`src/rtl/frac_mul_pkg.sv`:
```
package frac_mul_pkg;
  typedef enum logic {
    SRC_VEC    = 1'b0,
    SRC_SCALAR = 1'b1
  } src_e;
endpackage

```
`src/rtl/frac_mul_lane_prod.sv`:
```
module frac_mul_lane_prod #(
  parameter int SEW = 16
) (
  input  logic [SEW-1:0]             a_i,
  input  logic [SEW-1:0]             b_i,
  output logic signed [2*SEW-1:0]    prod_o,
  output logic                       ovf_o
);
  localparam int PW = 2 * SEW;
  localparam logic [SEW-1:0] MIN_V = {1'b1, {(SEW-1){1'b0}}};

  logic signed [PW-1:0] a_ext, b_ext;

  assign a_ext  = $signed({{SEW{a_i[SEW-1]}}, a_i});
  assign b_ext  = $signed({{SEW{b_i[SEW-1]}}, b_i});
  assign prod_o = a_ext * b_ext;
  // only pair whose product keeps a single sign bit
  assign ovf_o  = (a_i == MIN_V) && (b_i == MIN_V);
endmodule

```
`src/rtl/frac_mul_lane_rnd.sv`:
```
module frac_mul_lane_rnd #(
  parameter int SEW = 16
) (
  input  logic                       clk_i,
  input  logic                       rst_ni,
  input  logic                       en_i,
  input  logic signed [2*SEW-1:0]    prod_i,
  input  logic                       ovf_i,
  input  logic                       act_i,
  input  logic [SEW-1:0]             old_i,
  output logic [SEW-1:0]             res_o
);
  localparam int PW = 2 * SEW;
  localparam logic signed [PW:0] HALF_POS = (PW+1)'(1) << (SEW-2);
  localparam logic signed [PW:0] HALF_NEG = -HALF_POS + (PW+1)'(1);
  localparam logic signed [PW:0] TRUNC_BIAS = ((PW+1)'(1) << (SEW-1)) - (PW+1)'(1);
  localparam logic [SEW-1:0] MAX_V = {1'b0, {(SEW-1){1'b1}}};

  logic signed [PW:0] p_ext, sum, adj, quo;
  logic [SEW-1:0]     res_d;

  assign p_ext = {prod_i[PW-1], prod_i};
  assign sum   = p_ext + (prod_i[PW-1] ? HALF_NEG : HALF_POS);
  // bias negatives so the shift truncates toward zero
  assign adj   = sum[PW] ? sum + TRUNC_BIAS : sum;
  assign quo   = adj >>> (SEW-1);

  always_comb begin
    if (!act_i)     res_d = old_i;
    else if (ovf_i) res_d = MAX_V;
    else            res_d = quo[SEW-1:0];
  end

  always_ff @(posedge clk_i or negedge rst_ni) begin
    if (!rst_ni)   res_o <= '0;
    else if (en_i) res_o <= res_d;
  end

  // outside the single overflow pair the quotient fits in SEW bits
  p_fits_r3: assert property (@(posedge clk_i) disable iff (!rst_ni)
    en_i && !ovf_i |-> quo[PW:SEW-1] == {(PW-SEW+2){quo[SEW-1]}});

  p_ovf_max_r3: assert property (@(posedge clk_i) disable iff (!rst_ni)
    en_i && ovf_i && act_i |=> res_o == MAX_V);

  p_masked_r5: assert property (@(posedge clk_i) disable iff (!rst_ni)
    en_i && !act_i |=> res_o == $past(old_i));
endmodule

```
`src/rtl/frac_mul_sat.sv`:
```
module frac_mul_sat #(
  parameter int LANES = 4,
  parameter int SEW   = 16
) (
  input  logic                   clk_i,
  input  logic                   rst_ni,
  input  logic                   in_valid_i,
  output logic                   in_ready_o,
  input  logic [LANES*SEW-1:0]   vs2_i,
  input  logic [LANES*SEW-1:0]   vs1_i,
  input  logic [SEW-1:0]         scalar_i,
  input  logic                   use_scalar_i,
  input  logic [LANES-1:0]       mask_i,
  input  logic [LANES*SEW-1:0]   old_i,
  output logic                   out_valid_o,
  input  logic                   out_ready_i,
  output logic [LANES*SEW-1:0]   result_o,
  input  logic                   sat_clr_i,
  output logic                   sat_o
);
  import frac_mul_pkg::*;
  localparam int PW = 2 * SEW;

  src_e src;
  logic s1_valid_q, s2_valid_q, s2_sat_q, sat_q;
  logic s1_ready, s2_ready, adv1, adv2;
  logic [LANES-1:0] s1_act_q, s1_ovf_q;

  assign src      = src_e'(use_scalar_i);
  assign s2_ready = !s2_valid_q || out_ready_i;
  assign s1_ready = !s1_valid_q || s2_ready;
  assign adv1     = in_valid_i && s1_ready;
  assign adv2     = s1_valid_q && s2_ready;

  for (genvar g = 0; g < LANES; g++) begin : g_lane
    logic [SEW-1:0]       opb;
    logic signed [PW-1:0] prod_d, prod_q;
    logic                 ovf_d;
    logic [SEW-1:0]       old_q;

    assign opb = (src == SRC_SCALAR) ? scalar_i : vs1_i[g*SEW +: SEW];

    frac_mul_lane_prod #(.SEW(SEW)) i_prod (
      .a_i    (vs2_i[g*SEW +: SEW]),
      .b_i    (opb),
      .prod_o (prod_d),
      .ovf_o  (ovf_d)
    );

    always_ff @(posedge clk_i or negedge rst_ni) begin
      if (!rst_ni) begin
        prod_q      <= '0;
        old_q       <= '0;
        s1_ovf_q[g] <= 1'b0;
        s1_act_q[g] <= 1'b0;
      end else if (adv1) begin
        prod_q      <= prod_d;
        old_q       <= old_i[g*SEW +: SEW];
        s1_ovf_q[g] <= ovf_d;
        s1_act_q[g] <= mask_i[g];
      end
    end

    frac_mul_lane_rnd #(.SEW(SEW)) i_rnd (
      .clk_i  (clk_i),
      .rst_ni (rst_ni),
      .en_i   (adv2),
      .prod_i (prod_q),
      .ovf_i  (s1_ovf_q[g]),
      .act_i  (s1_act_q[g]),
      .old_i  (old_q),
      .res_o  (result_o[g*SEW +: SEW])
    );
  end

  always_ff @(posedge clk_i or negedge rst_ni) begin
    if (!rst_ni) begin
      s1_valid_q <= 1'b0;
      s2_valid_q <= 1'b0;
      s2_sat_q   <= 1'b0;
      sat_q      <= 1'b0;
    end else begin
      if (s1_ready) s1_valid_q <= in_valid_i;
      if (s2_ready) s2_valid_q <= s1_valid_q;
      if (adv2)     s2_sat_q   <= |(s1_ovf_q & s1_act_q);
      // set wins over a coincident clear
      if (s2_valid_q && out_ready_i && s2_sat_q) sat_q <= 1'b1;
      else if (sat_clr_i)                        sat_q <= 1'b0;
    end
  end

  assign in_ready_o  = s1_ready;
  assign out_valid_o = s2_valid_q;
  assign sat_o       = sat_q;

  p_hold_r9: assert property (@(posedge clk_i) disable iff (!rst_ni)
    out_valid_o && !out_ready_i |=> out_valid_o && $stable(result_o));

  p_sticky_r6: assert property (@(posedge clk_i) disable iff (!rst_ni)
    sat_o && !sat_clr_i |=> sat_o);

  p_clear_r7: assert property (@(posedge clk_i) disable iff (!rst_ni)
    sat_clr_i && !(out_valid_o && out_ready_i) |=> !sat_o);

  p_set_wins_r7: assert property (@(posedge clk_i) disable iff (!rst_ni)
    out_valid_o && out_ready_i && s2_sat_q |=> sat_o);

  p_no_stall_r8: assert property (@(posedge clk_i) disable iff (!rst_ni)
    !out_valid_o |-> in_ready_o);
endmodule

```
`config.mk`:
```
export PLATFORM = sky130hd
export DESIGN_NAME = frac_mul_sat
export DESIGN_NICKNAME = d
export VERILOG_FILES = /design/src/rtl/frac_mul_pkg.sv /design/src/rtl/frac_mul_lane_prod.sv /design/src/rtl/frac_mul_lane_rnd.sv /design/src/rtl/frac_mul_sat.sv
export SDC_FILE = /design/constraint.sdc
export NUM_CORES = 2
export LEC_CHECK = 0
export BUFFER_PORTS_ARGS = -buffer_cell sky130_fd_sc_hd__buf_2
export CAP_MARGIN = 40
export CELL_PAD_IN_SITES_DETAIL_PLACEMENT = 0
export CELL_PAD_IN_SITES_GLOBAL_PLACEMENT = 1
export CORE_ASPECT_RATIO = 1.4
export CORE_UTILIZATION = 55
export CTS_CLUSTER_DIAMETER = 80
export DETAILED_ROUTE_END_ITERATION = 12
export PLACE_DENSITY_LB_ADDON = 0.1
export SLEW_MARGIN = 5
export SYNTH_ARGS = -nofsm -noshare
export SYNTH_HDL_FRONTEND = slang
export SYNTH_HIERARCHICAL = 1
export SYNTH_SLANG_ARGS = --single-unit
export TNS_END_PERCENT = 10
```
`constraint.sdc`:
```
create_clock -name clk_i -period 9.7 [get_ports clk_i]
set_input_delay 1.455 -clock clk_i [delete_from_list [all_inputs] [get_ports clk_i]]
set_output_delay 1.455 -clock clk_i [all_outputs]
set_load 0.02 [all_outputs]
```
### Word level (Yosys, flattened, before mapping)

Index checks and enable logic that the tools add are counted.
Widths: inputs -> output; s select.

* output and inout port bits: 67
* bits of input ports: 218
* logic and storage cells: 81
* register bits after elaboration: 268

* add/sub/neg operators: 8
* mux-type cells: 22
* multipliers: 4
* equal/unequal tests: 8
* reductions and logical operators: 14
* bitwise gates (word level): 1

Operators with widths (number)
* $mux 16: 12
* $add 32x33->33: 4
* $mux 33: 4
* $eq 16x16->1 const B: 8
* $mul 16x16->32: 4
* $add 31x16->31 const B: 4
* $mux 31: 4
* $logic_and 1x1->1: 8
* $and 4x4->4: 1
* $reduce_or 4->1: 1
* $logic_not 1->1: 2
* $logic_or 1x1->1: 2
* $mux 1: 2
* $reduce_bool 2->1: 1

### Longest topological paths before layout

* depth in word-level cells: 6
* gate-level depth with buffers: 29
* depth with buffers taken out: 25

### Cells and area by module

Netlist, hierarchy kept.

Modules (own cells, without submodules)
* frac_mul_lane_prod (g_lane[1].i_prod): times used 1, cells an instance 1178, sequential area each 0.0 sq um, area each 10251.1 sq um
* frac_mul_lane_prod (g_lane[0].i_prod): times used 1, cells an instance 1157, sequential area each 0.0 sq um, area each 10157.2 sq um
* frac_mul_lane_prod (g_lane[2].i_prod): times used 1, cells an instance 1121, sequential area each 0.0 sq um, area each 10022.1 sq um
* frac_mul_lane_prod (g_lane[3].i_prod): times used 1, cells an instance 1117, sequential area each 0.0 sq um, area each 9958.3 sq um
* frac_mul_lane_rnd: times used 4, cells an instance 314, sequential area each 400.4 sq um, area each 2421.1 sq um
* frac_mul_sat: times used 1, cells an instance 592, sequential area each 5104.9 sq um, area each 9301.4 sq um

### Worst setup path before layout

Ideal clock, no wire load.

* path type: in2reg
* from: input use_scalar_i
* to: register g_lane[0].prod_q[30]
* required time: 9.575 ns
* stages: 23
* path buffers: 3
* library setup time: 0.125 ns
* slack: 1.454 ns
* arrival: 8.121 ns
* cell sequence: clkbuf_1 clkbuf_1 o21ai_0 clkbuf_1 nand2_1 inv_1 fa_1 fa_1 fa_1 fa_1 fa_1 inv_1 fa_1 inv_1 ha_1 and3_1 and3b_1 o21ai_1 nand2b_1 a2111o_1 a211o_1 and4b_1 mux2_4

* word-level cells in the longest chain between the ends: 2

RTL lines
* start, declared: line frac_mul_sat.sv:12 `input logic use_scalar_i,`
* $mux 16: line frac_mul_sat.sv:41 `assign opb = (src == SRC_SCALAR) ? scalar_i : vs1_i[g*SEW +: SEW];`
* via g_lane[0].opb[1]: line frac_mul_sat.sv:36 `logic [SEW-1:0] opb;`
* $mul 16x16->32: line frac_mul_lane_prod.sv:16 `assign prod_o = a_ext * b_ext;`
* via g_lane[0].prod_d[30]: line frac_mul_sat.sv:37 `logic signed [PW-1:0] prod_d, prod_q;`
* end signal, assigned: line frac_mul_sat.sv:57 `prod_q <= prod_d;`
* end, declared: line frac_mul_sat.sv:37

The timed path passes the listed nets, and every way through them passes these cells.
A chain may end at the register's enable or synchronous reset.

### Worst setup path in the final report

Ends and elaborated chain as after synthesis.

==> results.sh <==
export IMPL_drv_cap=0
export IMPL_synth_cell_type_count=104
export IMPL_finalMaxSlewViolations=0
export IMPL_die_h_um=391
export IMPL_grt_first_pass_wirelength_um=246000
export IMPL_startpoint="use_scalar_i"
export IMPL_use_met1=0.361
export IMPL_ioPinCount=285
export IMPL_critical_path_class="primary input to register"
export IMPL_grt_use_met2=0.505
export IMPL_dpl_hpwl_um=124000
export IMPL_placed_cells=7979
export IMPL_mostFrequentLayoutCell="inv_1"
export IMPL_drtIter0Drc=2186
export IMPL_placed_cell_area_sq_um=62000
export IMPL_worstPathArrival_ps=8800
export IMPL_grt_pass1_vias=46600
export IMPL_crit_fanout=80
export IMPL_cts_buffers=36
export IMPL_synth_warnings=6
export IMPL_cts_sinks=268
export IMPL_clk_latency_ps=580
export IMPL_fmax_mhz=120
export IMPL_cts_hold_buf=0
export IMPL_grt_busiest_layer="met2"
export IMPL_async_flop_share=1.00
export IMPL_core_rowCount=142
export IMPL_status="complete, no violations"
export IMPL_syn_area_sq_um=59400
export IMPL_viasPerCell=5.47
export IMPL_tightest_slew_ps=955
export IMPL_crit_required_ps=10150
export IMPL_final_cell_mix="1,422 x inv_1, 1,048 x fa_1, 634 x nand2_1"
export IMPL_vias=44000
export IMPL_grt_usage=0.285
export IMPL_cts_resized=0
export IMPL_syn_nets=8083
export IMPL_relSlewSlack=0.359
export IMPL_clock_skew_ps=27.7
export IMPL_synth_ff_type="dfrtp_1"
export IMPL_drive_gt1_frac=0.110
export IMPL_hold_violations=0
export IMPL_gp_congestion=0.886
export IMPL_fillCellCount=9737
export IMPL_antenna_found_initial=10
export IMPL_min_from="g_lane[0].i_rnd/res_o[2]"
export IMPL_cts_setup_buffers=0
export IMPL_core_area_sq_um=107000
export IMPL_finalCritPeriodShare=0.860
export IMPL_syn_area_per_cell_sq_um=9.25
export IMPL_clkSlewWorstSetupHoldPaths_ps=60
export IMPL_seq_area_frac_synth=0.113
export IMPL_fp_dieW_um=280
export IMPL_synth_seq_cells=268
export IMPL_root_buffer="clkbuf_16"
export IMPL_cts_htree_levels=2
export IMPL_final_antenna_net_count=0
export IMPL_cts_tree="done"
export IMPL_cts_buffer_depth=3
export IMPL_initial_utilization=0.555
export IMPL_syn_to_final_growth_pct=6.49
export IMPL_synth_enable_flop_cells=0
export IMPL_io_buffer_count=284
export IMPL_grt_max_degree=107
export IMPL_overflow=0
export IMPL_wl_per_cell_um=18.8
export IMPL_tns_ps=0
export IMPL_die_area_sq_um=109000
export IMPL_fin_cells=8049
export IMPL_rsz0062_at_grt="no"
export IMPL_start_kind="primary input"
export IMPL_critPathCaptureType="register"
export IMPL_wl_um=152000
export IMPL_met3_usage=0.0411
export IMPL_dr_pass1_iters=5
export IMPL_final_util=0.591
export IMPL_syn_inst=6421
export IMPL_nets=8239
export IMPL_drc=0
export IMPL_stdcell_area_sq_um=63200
export IMPL_min_path_type="register to register"
export IMPL_r2r_start="g_lane[0].prod_q[31]"
export IMPL_min_period_ps=8350
export IMPL_setup_viol=0
synthesized netlist by cell type, types with 34 or more instances:
library cell | instances | area share
a21o_1 | 72 | 0.0091
fa_1 | 1048 | 0.35
o21a_1 | 43 | 0.0054
nand3_1 | 57 | 0.0048
nor3_1 | 62 | 0.0052
a21oi_1 | 157 | 0.013
a211oi_1 | 34 | 0.0043
a221oi_1 | 36 | 0.0053
o21ai_0 | 158 | 0.013
nor2_1 | 237 | 0.015
clkbuf_1 | 211 | 0.013
xor2_1 | 48 | 0.0071
mux2_4 | 200 | 0.051
nand2b_1 | 52 | 0.0055
inv_1 | 1422 | 0.090
nand2_1 | 634 | 0.040
nor4_1 | 40 | 0.0042
nand4_1 | 63 | 0.0066
dfrtp_1 | 268 | 0.11
and2_1 | 498 | 0.052
ha_1 | 396 | 0.083
and3_1 | 37 | 0.0039
xnor2_1 | 180 | 0.027
per-stage QoR:
stage / hold WS [ps] / setup slack [ps]
after floorplan: 475 / 1450
after global placement: 468 / 845
after detailed placement: 476 / 798
after CTS: 492 / 1360
after global routing: 515 / 1050
final: 497 / 1350
cells by family after synthesis:
family | share of synthesized area
and+or+nand+nor | 0.161
buffers and inverters | 0.112
adders and majority gates | 0.437
AOI/OAI and AO/OA | 0.0882
DFF | 0.113
xor gates and xnor gates | 0.0358
muxes | 0.0526
metal layers:
metal / up-vias / share of wire
met5: - / 0.000086
met3: 253 / 0.060
met2: 1160 / 0.50
li1: 20400 / -
met1: 22200 / 0.41
met4: 2 / 0.028
state kept, by name (all words and copies together) (netlist names):
name	flops
out_valid_o	1
s1_act_q	4
s1_ovf_q	4
g_lane.prod_q	128
sat_o	1
s1_valid_q	1
s2_sat_q	1
g_lane.i_rnd/res_o	64
g_lane.old_q	64
final cells by class:
class,count,area [sq um],share of cell area
flip-flops and latches,268,6710,0.106
clock buffers,46,1020,0.0161
inverters,1422,5340,0.0844
diodes,5,12.5,0.000198
multi-input cells,4480,46000,0.728
repair buffers,369,2130,0.0338
clock inverters,19,201,0.00319
well taps,1440,1800,0.0285
worst max-delay path: stages:
cell	delay [ps]
buf_2	110
buf_12	200
o21ai_0	710
inv_1	510
nor2_1	280
fa_1	450
fa_1	520
fa_1	510
fa_1	520
fa_1	550
inv_1	60
fa_1	520
inv_1	40
ha_1	340
a21oi_1	330
and3b_1	230
o21ai_1	140
nand2b_1	90
a2111o_1	440
a211o_1	280
and4b_1	190
mux2_4	260
worst paths after layout:
path | to | slack [ps] | cells past startpoint
max | g_lane[0].prod_q[30] | 1350 | 22
min | g_lane[0].i_rnd/res_o[2] | 500 | 1
max reg2reg | g_lane[0].i_rnd/res_o[12] | 5700 | 10
min reg2reg | g_lane[0].i_rnd/res_o[2] | 500 | 1
max in group asynchronous | g_lane[2].prod_q[23] | 6850 | 3
min in group asynchronous | g_lane[0].prod_q[4] | 890 | 1
Power is left out: the tool's default activity adds up to more than one toggle a clock period on the data nets, which glitch-free logic cannot reach.
